**src/rtl/bypass_pkg.sv**
```systemverilog
package bypass_pkg;
  localparam logic [2:0] CLS_NONE   = 3'd0;
  localparam logic [2:0] CLS_RR     = 3'd1;
  localparam logic [2:0] CLS_RI     = 3'd2;
  localparam logic [2:0] CLS_LOAD   = 3'd3;
  localparam logic [2:0] CLS_STORE  = 3'd4;
  localparam logic [2:0] CLS_BRANCH = 3'd5;

  localparam logic [2:0] SEL_RF     = 3'd0;
  localparam logic [2:0] SEL_IMM    = 3'd1;
  localparam logic [2:0] SEL_EXM    = 3'd2;
  localparam logic [2:0] SEL_WB_ALU = 3'd3;
  localparam logic [2:0] SEL_WB_LD  = 3'd4;

  function automatic logic cls_writes(input logic [2:0] cls);
    return (cls == CLS_RR) || (cls == CLS_RI) || (cls == CLS_LOAD);
  endfunction

  function automatic logic cls_imm_b(input logic [2:0] cls);
    return (cls == CLS_RI) || (cls == CLS_LOAD) || (cls == CLS_STORE);
  endfunction
endpackage

```
**src/rtl/bypass_dest.sv**
```systemverilog
module bypass_dest #(
  parameter int REG_W = 5
) (
  input  logic             wen,
  input  logic [2:0]       cls,
  input  logic [REG_W-1:0] rt,
  input  logic [REG_W-1:0] rd,
  output logic [REG_W-1:0] dest,
  output logic             is_load
);
  import bypass_pkg::*;

  logic writes;

  always_comb begin
    writes  = wen && cls_writes(cls);
    is_load = writes && (cls == CLS_LOAD);
    if (!writes)          dest = '0;
    else if (cls == CLS_RR) dest = rd;
    else                  dest = rt;
  end

  always_comb begin
    if (wen && cls == CLS_RR)
      AST_RR_USES_RD: assert (dest == rd);
    if (!wen)
      AST_NO_WEN_NO_DEST: assert (dest == '0 && !is_load);
  end
endmodule

```
**src/rtl/bypass_operand_mux.sv**
```systemverilog
module bypass_operand_mux #(
  parameter int REG_W  = 5,
  parameter int DATA_W = 32
) (
  input  logic [REG_W-1:0]  src,
  input  logic              use_imm,
  input  logic [DATA_W-1:0] rf_val,
  input  logic [DATA_W-1:0] imm,
  input  logic [REG_W-1:0]  exm_dest,
  input  logic              exm_is_load,
  input  logic [DATA_W-1:0] exm_alu,
  input  logic [REG_W-1:0]  mwb_dest,
  input  logic              mwb_is_load,
  input  logic [DATA_W-1:0] mwb_alu,
  input  logic [DATA_W-1:0] mwb_lmd,
  output logic [2:0]        sel,
  output logic [DATA_W-1:0] val
);
  import bypass_pkg::*;

  logic src_zero, exm_hit, mwb_hit;

  assign src_zero = (src == '0);
  assign exm_hit  = !src_zero && (exm_dest == src) && !exm_is_load;
  assign mwb_hit  = !src_zero && (mwb_dest == src);

  always_comb begin
    if (use_imm)      sel = SEL_IMM;
    else if (exm_hit) sel = SEL_EXM;
    else if (mwb_hit) sel = mwb_is_load ? SEL_WB_LD : SEL_WB_ALU;
    else              sel = SEL_RF;
  end

  always_comb begin
    case (sel)
      SEL_IMM:    val = imm;
      SEL_EXM:    val = exm_alu;
      SEL_WB_ALU: val = mwb_alu;
      SEL_WB_LD:  val = mwb_lmd;
      default:    val = src_zero ? '0 : rf_val;
    endcase
  end

  always_comb begin
    AST_SEL_LEGAL: assert (sel <= SEL_WB_LD);
    if (use_imm)
      AST_IMM_KEPT: assert (sel == SEL_IMM && val == imm);
    if (!use_imm && src_zero)
      AST_ZERO_SOURCE: assert (sel == SEL_RF && val == '0);
    if (sel == SEL_EXM)
      AST_NO_EXM_LOAD_FWD: assert (!exm_is_load);
    if (sel == SEL_WB_LD)
      AST_WB_LOAD_ONLY: assert (mwb_is_load && !exm_hit);
  end
endmodule

```
**src/rtl/bypass_store_path.sv**
```systemverilog
module bypass_store_path #(
  parameter int REG_W  = 5,
  parameter int DATA_W = 32
) (
  input  logic [2:0]        exm_cls,
  input  logic [REG_W-1:0]  exm_rt,
  input  logic [DATA_W-1:0] exm_b,
  input  logic [REG_W-1:0]  mwb_dest,
  input  logic              mwb_is_load,
  input  logic [DATA_W-1:0] mwb_lmd,
  output logic              st_sel,
  output logic [DATA_W-1:0] st_data
);
  import bypass_pkg::*;

  logic ld_st_hit;

  assign ld_st_hit = (exm_cls == CLS_STORE) && mwb_is_load
                     && (exm_rt != '0) && (mwb_dest == exm_rt);
  assign st_sel  = ld_st_hit;
  assign st_data = ld_st_hit ? mwb_lmd : exm_b;

  always_comb begin
    if (exm_cls != CLS_STORE)
      AST_ST_ONLY_STORE: assert (!st_sel && st_data == exm_b);
  end
endmodule

```
**src/rtl/operand_bypass.sv**
```systemverilog
module operand_bypass #(
  parameter int REG_W  = 5,
  parameter int DATA_W = 32
) (
  input  logic [2:0]        idx_cls,
  input  logic [REG_W-1:0]  idx_rs,
  input  logic [REG_W-1:0]  idx_rt,
  input  logic [DATA_W-1:0] idx_a,
  input  logic [DATA_W-1:0] idx_b,
  input  logic [DATA_W-1:0] idx_imm,
  input  logic              exm_wen,
  input  logic [2:0]        exm_cls,
  input  logic [REG_W-1:0]  exm_rt,
  input  logic [REG_W-1:0]  exm_rd,
  input  logic [DATA_W-1:0] exm_alu,
  input  logic [DATA_W-1:0] exm_b,
  input  logic              mwb_wen,
  input  logic [2:0]        mwb_cls,
  input  logic [REG_W-1:0]  mwb_rt,
  input  logic [REG_W-1:0]  mwb_rd,
  input  logic [DATA_W-1:0] mwb_alu,
  input  logic [DATA_W-1:0] mwb_lmd,
  output logic [2:0]        sel_a,
  output logic [2:0]        sel_b,
  output logic [DATA_W-1:0] opnd_a,
  output logic [DATA_W-1:0] opnd_b,
  output logic              st_sel,
  output logic [DATA_W-1:0] st_data
);
  import bypass_pkg::*;

  localparam int NUM_OPND = 2;

  logic [REG_W-1:0] exm_dest, mwb_dest;
  logic             exm_is_load, mwb_is_load;

  logic [NUM_OPND-1:0][REG_W-1:0]  src_reg;
  logic [NUM_OPND-1:0]             src_imm;
  logic [NUM_OPND-1:0][DATA_W-1:0] src_rf;
  logic [NUM_OPND-1:0][2:0]        opnd_sel;
  logic [NUM_OPND-1:0][DATA_W-1:0] opnd_val;

  bypass_dest #(.REG_W(REG_W)) i_exm_dest (
    .wen(exm_wen), .cls(exm_cls), .rt(exm_rt), .rd(exm_rd),
    .dest(exm_dest), .is_load(exm_is_load)
  );

  bypass_dest #(.REG_W(REG_W)) i_mwb_dest (
    .wen(mwb_wen), .cls(mwb_cls), .rt(mwb_rt), .rd(mwb_rd),
    .dest(mwb_dest), .is_load(mwb_is_load)
  );

  assign src_reg[0] = idx_rs;
  assign src_imm[0] = 1'b0;
  assign src_rf[0]  = idx_a;
  assign src_reg[1] = idx_rt;
  assign src_imm[1] = cls_imm_b(idx_cls);
  assign src_rf[1]  = idx_b;

  for (genvar g = 0; g < NUM_OPND; g++) begin : g_opnd
    bypass_operand_mux #(.REG_W(REG_W), .DATA_W(DATA_W)) i_mux (
      .src(src_reg[g]), .use_imm(src_imm[g]), .rf_val(src_rf[g]), .imm(idx_imm),
      .exm_dest(exm_dest), .exm_is_load(exm_is_load), .exm_alu(exm_alu),
      .mwb_dest(mwb_dest), .mwb_is_load(mwb_is_load), .mwb_alu(mwb_alu),
      .mwb_lmd(mwb_lmd), .sel(opnd_sel[g]), .val(opnd_val[g])
    );
  end

  bypass_store_path #(.REG_W(REG_W), .DATA_W(DATA_W)) i_store (
    .exm_cls(exm_cls), .exm_rt(exm_rt), .exm_b(exm_b),
    .mwb_dest(mwb_dest), .mwb_is_load(mwb_is_load), .mwb_lmd(mwb_lmd),
    .st_sel(st_sel), .st_data(st_data)
  );

  assign sel_a  = opnd_sel[0];
  assign sel_b  = opnd_sel[1];
  assign opnd_a = opnd_val[0];
  assign opnd_b = opnd_val[1];

  always_comb begin
    if (sel_a == SEL_WB_ALU || sel_a == SEL_WB_LD)
      AST_YOUNGER_FIRST: assert (exm_dest != idx_rs || exm_is_load);
  end
endmodule

```
**config.mk**
```make
export PLATFORM = sky130hd
export DESIGN_NAME = operand_bypass
export DESIGN_NICKNAME = d
export VERILOG_FILES = /design/src/rtl/bypass_pkg.sv /design/src/rtl/bypass_dest.sv /design/src/rtl/bypass_operand_mux.sv /design/src/rtl/bypass_store_path.sv /design/src/rtl/operand_bypass.sv
export SDC_FILE = /design/constraint.sdc
export NUM_CORES = 1
export LEC_CHECK = 0
export ABC_AREA = 1
export CAP_MARGIN = 20
export CORE_AREA = 2 2 141 143
export DETAILED_ROUTE_END_ITERATION = 7
export DIE_AREA = 0 0 143 145
export PLACE_DENSITY = 0.6
export SYNTH_ARGS = -nofsm -noshare
export SYNTH_HDL_FRONTEND = slang
export SYNTH_HIERARCHICAL = 1
export SYNTH_SLANG_ARGS = --single-unit
```
**constraint.sdc**
```tcl
create_clock -name vclk -period 3.1
set_clock_uncertainty 0.15 [all_clocks]
set_input_delay 0.62 -clock vclk [all_inputs]
set_output_delay 0.62 -clock vclk [all_outputs]
set_load 0.05 [all_outputs]
```
==> flow_summary.yaml <==
global_route:
  grt_pass1_vias: 8503
  grt_max_degree: 37
  gr-total-overflow: 0
  grt_usage_pct: 30.8
  antenna_found_initial: 0
  grt_pass1_wl_um: 49600
power_and_ir_drop:
  p_sw_mw: 1.14
  peakVddDrop_v: 0.000119
  combPwrFrac_pct: 100.0
  seq_power_share_pct: 0
  pwr-share-clk_pct: 0
  swShare_pct: 55.0
  p_leak_nw: 5.53
  power_mw: 2.07
  p_per_area_mw_per_mm2: 173
  p_int_mw: 0.931
detailed_routing:
  avgViaCountPerCell: 5.20
  route.detailed.drc: 0
  wl_per_cell_um: 21.2
  firstDrtPassIters: 6
  drt.antenna.violating_nets: 0
  routed_wl_um: 36800
  num_vias: 9021
  drt_iter0_drc: 612
final_layout:
  register_area_um2: 0
  nClkBuffers: 0
  syn_to_final_growth_pct: 150
  fin_util_pct: 62.2
  seq_cells: 0
  postLayoutCellArea_mm2: 0.0119
  nNetsFinal: 1735
  drive_above_1_share_pct: 33.3
yosys:
  synth_fa_ha_area_share_pct: 0
  synth_warnings: 6
  synthXorXnorAreaFrac_pct: 1.10
  syn_avg_cell_area_um2: 4.60
  synth-simple-area-share_pct: 74.2
  synth_top_family_by_area: "simple AND/OR/NAND/NOR gates"
  syn_area_mm2: 0.00477
  ys_types: 23
  muxShareOfSynthArea_pct: 0
  yosysSeqAreaShare_pct: 0
  syn_inst: 1038
  synth_compound_area_share_pct: 0.210
  synth_nets: 1303
floorplan:
  ios: 368
  core_area_mm2: 0.0192
  rows: 51
  die_x_um: 143
  die_y_um: 145
  initial_utilization_pct: 24.9
  dieArea_mm2: 0.0207
critical_path:
  worst-path-max-fanout: 7
  critPathLaunch: "mwb_cls[2]"
  crit_arrival_ns: 2.71
  startpoint_type: "input pin"
  path_class: "in -> out"
  cp-end-kind: "output port"
  required_ns: 2.33
outcome:
  status: "finished, violations left"
  violations: "negative setup slack"
sta:
  setup_ws_ns: -0.377
  period_minus_slack_ns: 3.48
  fin_crit_sh_pct: 112
  hold_viol: 0
  final_max_slew_viol_count: 0
  rsz0062_at_grt: "yes"
  fmax_mhz: 288
  setup_viol: 103
job:
  max_cap_violations: 0
min_path:
  hold_start: "exm_b[21]"
  hold_path_class: "in -> out"
place:
  place_congestion: 0.904
  dp_hpwl_um: 21800
  portBuffers: 368
  placed_area_mm2: 0.00901
clocking:
  postCtsHoldBufs: 0
[kinds of logic (layout without fill, tap and decap cells)]
kind of cell | after synthesis | in the layout
AND/OR/NAND/NOR | 768 | 768
buffers and inverters | 261 | 691
XOR/XNOR | 6 | 6
other | 1 | 2
AO/OA/AOI/OAI | 2 | 2
[cells in the final DEF, fill, tap and decap left out, types with 23 or more instances in the layout]
cell and count:
buf_8 33, nor2_4 23, inv_1 172, nand2_2 34, nand3_2 89, buf_4 44, nand3_1 204, buf_12 41
nand2_4 42, nand2_1 261, nand4_1 64, clkdlybuf4s50_1 229, buf_6 104
[metrics by stage]
step	TNS, ns	std cells	setup slack (ns)	hold WS, ns
after floorplan	-3.76	1038	-0.0654	1.41
after global placement	-57.98	1657	-0.690	1.76
after detailed placement	-59.14	1657	-0.689	1.77
after CTS	-17.84	1714	-0.256	1.75
after global routing	-36.37	1733	-0.441	1.77
final	-28.62	1734	-0.377	1.76
[synthesized netlist by cell type (2+ instances only)]
cell / n / area, µm²
and3_2: 2 / 15.0
buf_1: 6 / 22.5
buf_2: 39 / 195
buf_6: 18 / 203
clkbuf_1: 12 / 45.0
inv_1: 182 / 683
inv_2: 4 / 15.0
nand2_1: 336 / 1260
nand2_2: 2 / 12.5
nand3_1: 302 / 1510
nand3_2: 2 / 20.0
nand4_1: 64 / 400
nor2_1: 45 / 169
nor2_2: 2 / 12.5
nor2_4: 4 / 45.0
nor3_2: 2 / 20.0
nor3_4: 2 / 32.5
nor4_2: 2 / 25.0
o21ai_0: 2 / 10.0
or2_1: 2 / 12.5
xnor2_1: 6 / 52.6
[power groups by stage]
stage          Combinational [mW]    Clock [mW]  Sequential (mW)
6_report                     2.07  0.0000000432                0
5_1_grt                      2.16             0                0
4_1_cts                      1.91             0                0
3_5_place_dp                 1.62             0                0
3_3_place_gp                 1.62             0                0
2_1_floorplan               0.847             0                0
[area by class of cell]
class / count / area (µm²)
fillers: 1755 / 7270
multi-input cells: 777 / 4840
diodes: 1 / 2.50
inverters: 186 / 713
well taps: 265 / 332
repair buffers: 505 / 6050
[repair_timing]
action	in CTS	in global routing
buffers inserted	37	14
pin swaps	102	68
setup endpoints to repair	103	103
gates resized for setup	353	193
cloned	21	15
[layer usage]
metal  routed length, µm  part of all wire (%)  vias to the layer above  GRT usage (%)
met1               13600                    37                     4103           38.4
met5                   0                     0                        -              0
met4                1600                   4.4                        0           10.5
met3                4370                    12                      122           5.91
met2               17200                    47                      611           52.7
li1                    -                     -                     4185              -
[worst max-delay path: stages]
cell     delay [ns]
buf_8          0.10
nor2_4         0.14
buf_6          0.12
buf_6          0.10
nand3_4        0.08
nor2_4         0.16
buf_12         0.12
nand2_2        0.05
nand2_2        0.08
nand3_4        0.10
buf_6          0.14
nor3_4         0.13
buf_6          0.15
buf_12         0.10
buf_12         0.14
nand3_2        0.07
nand4_1        0.12
buf_6          0.18
[worst paths after layout]
path                          end  depth (start not counted)
worst max-delay path   opnd_b[13]                         18
worst min-delay path  st_data[21]                          4
Note: power is estimated with default switching activity, not from simulation.
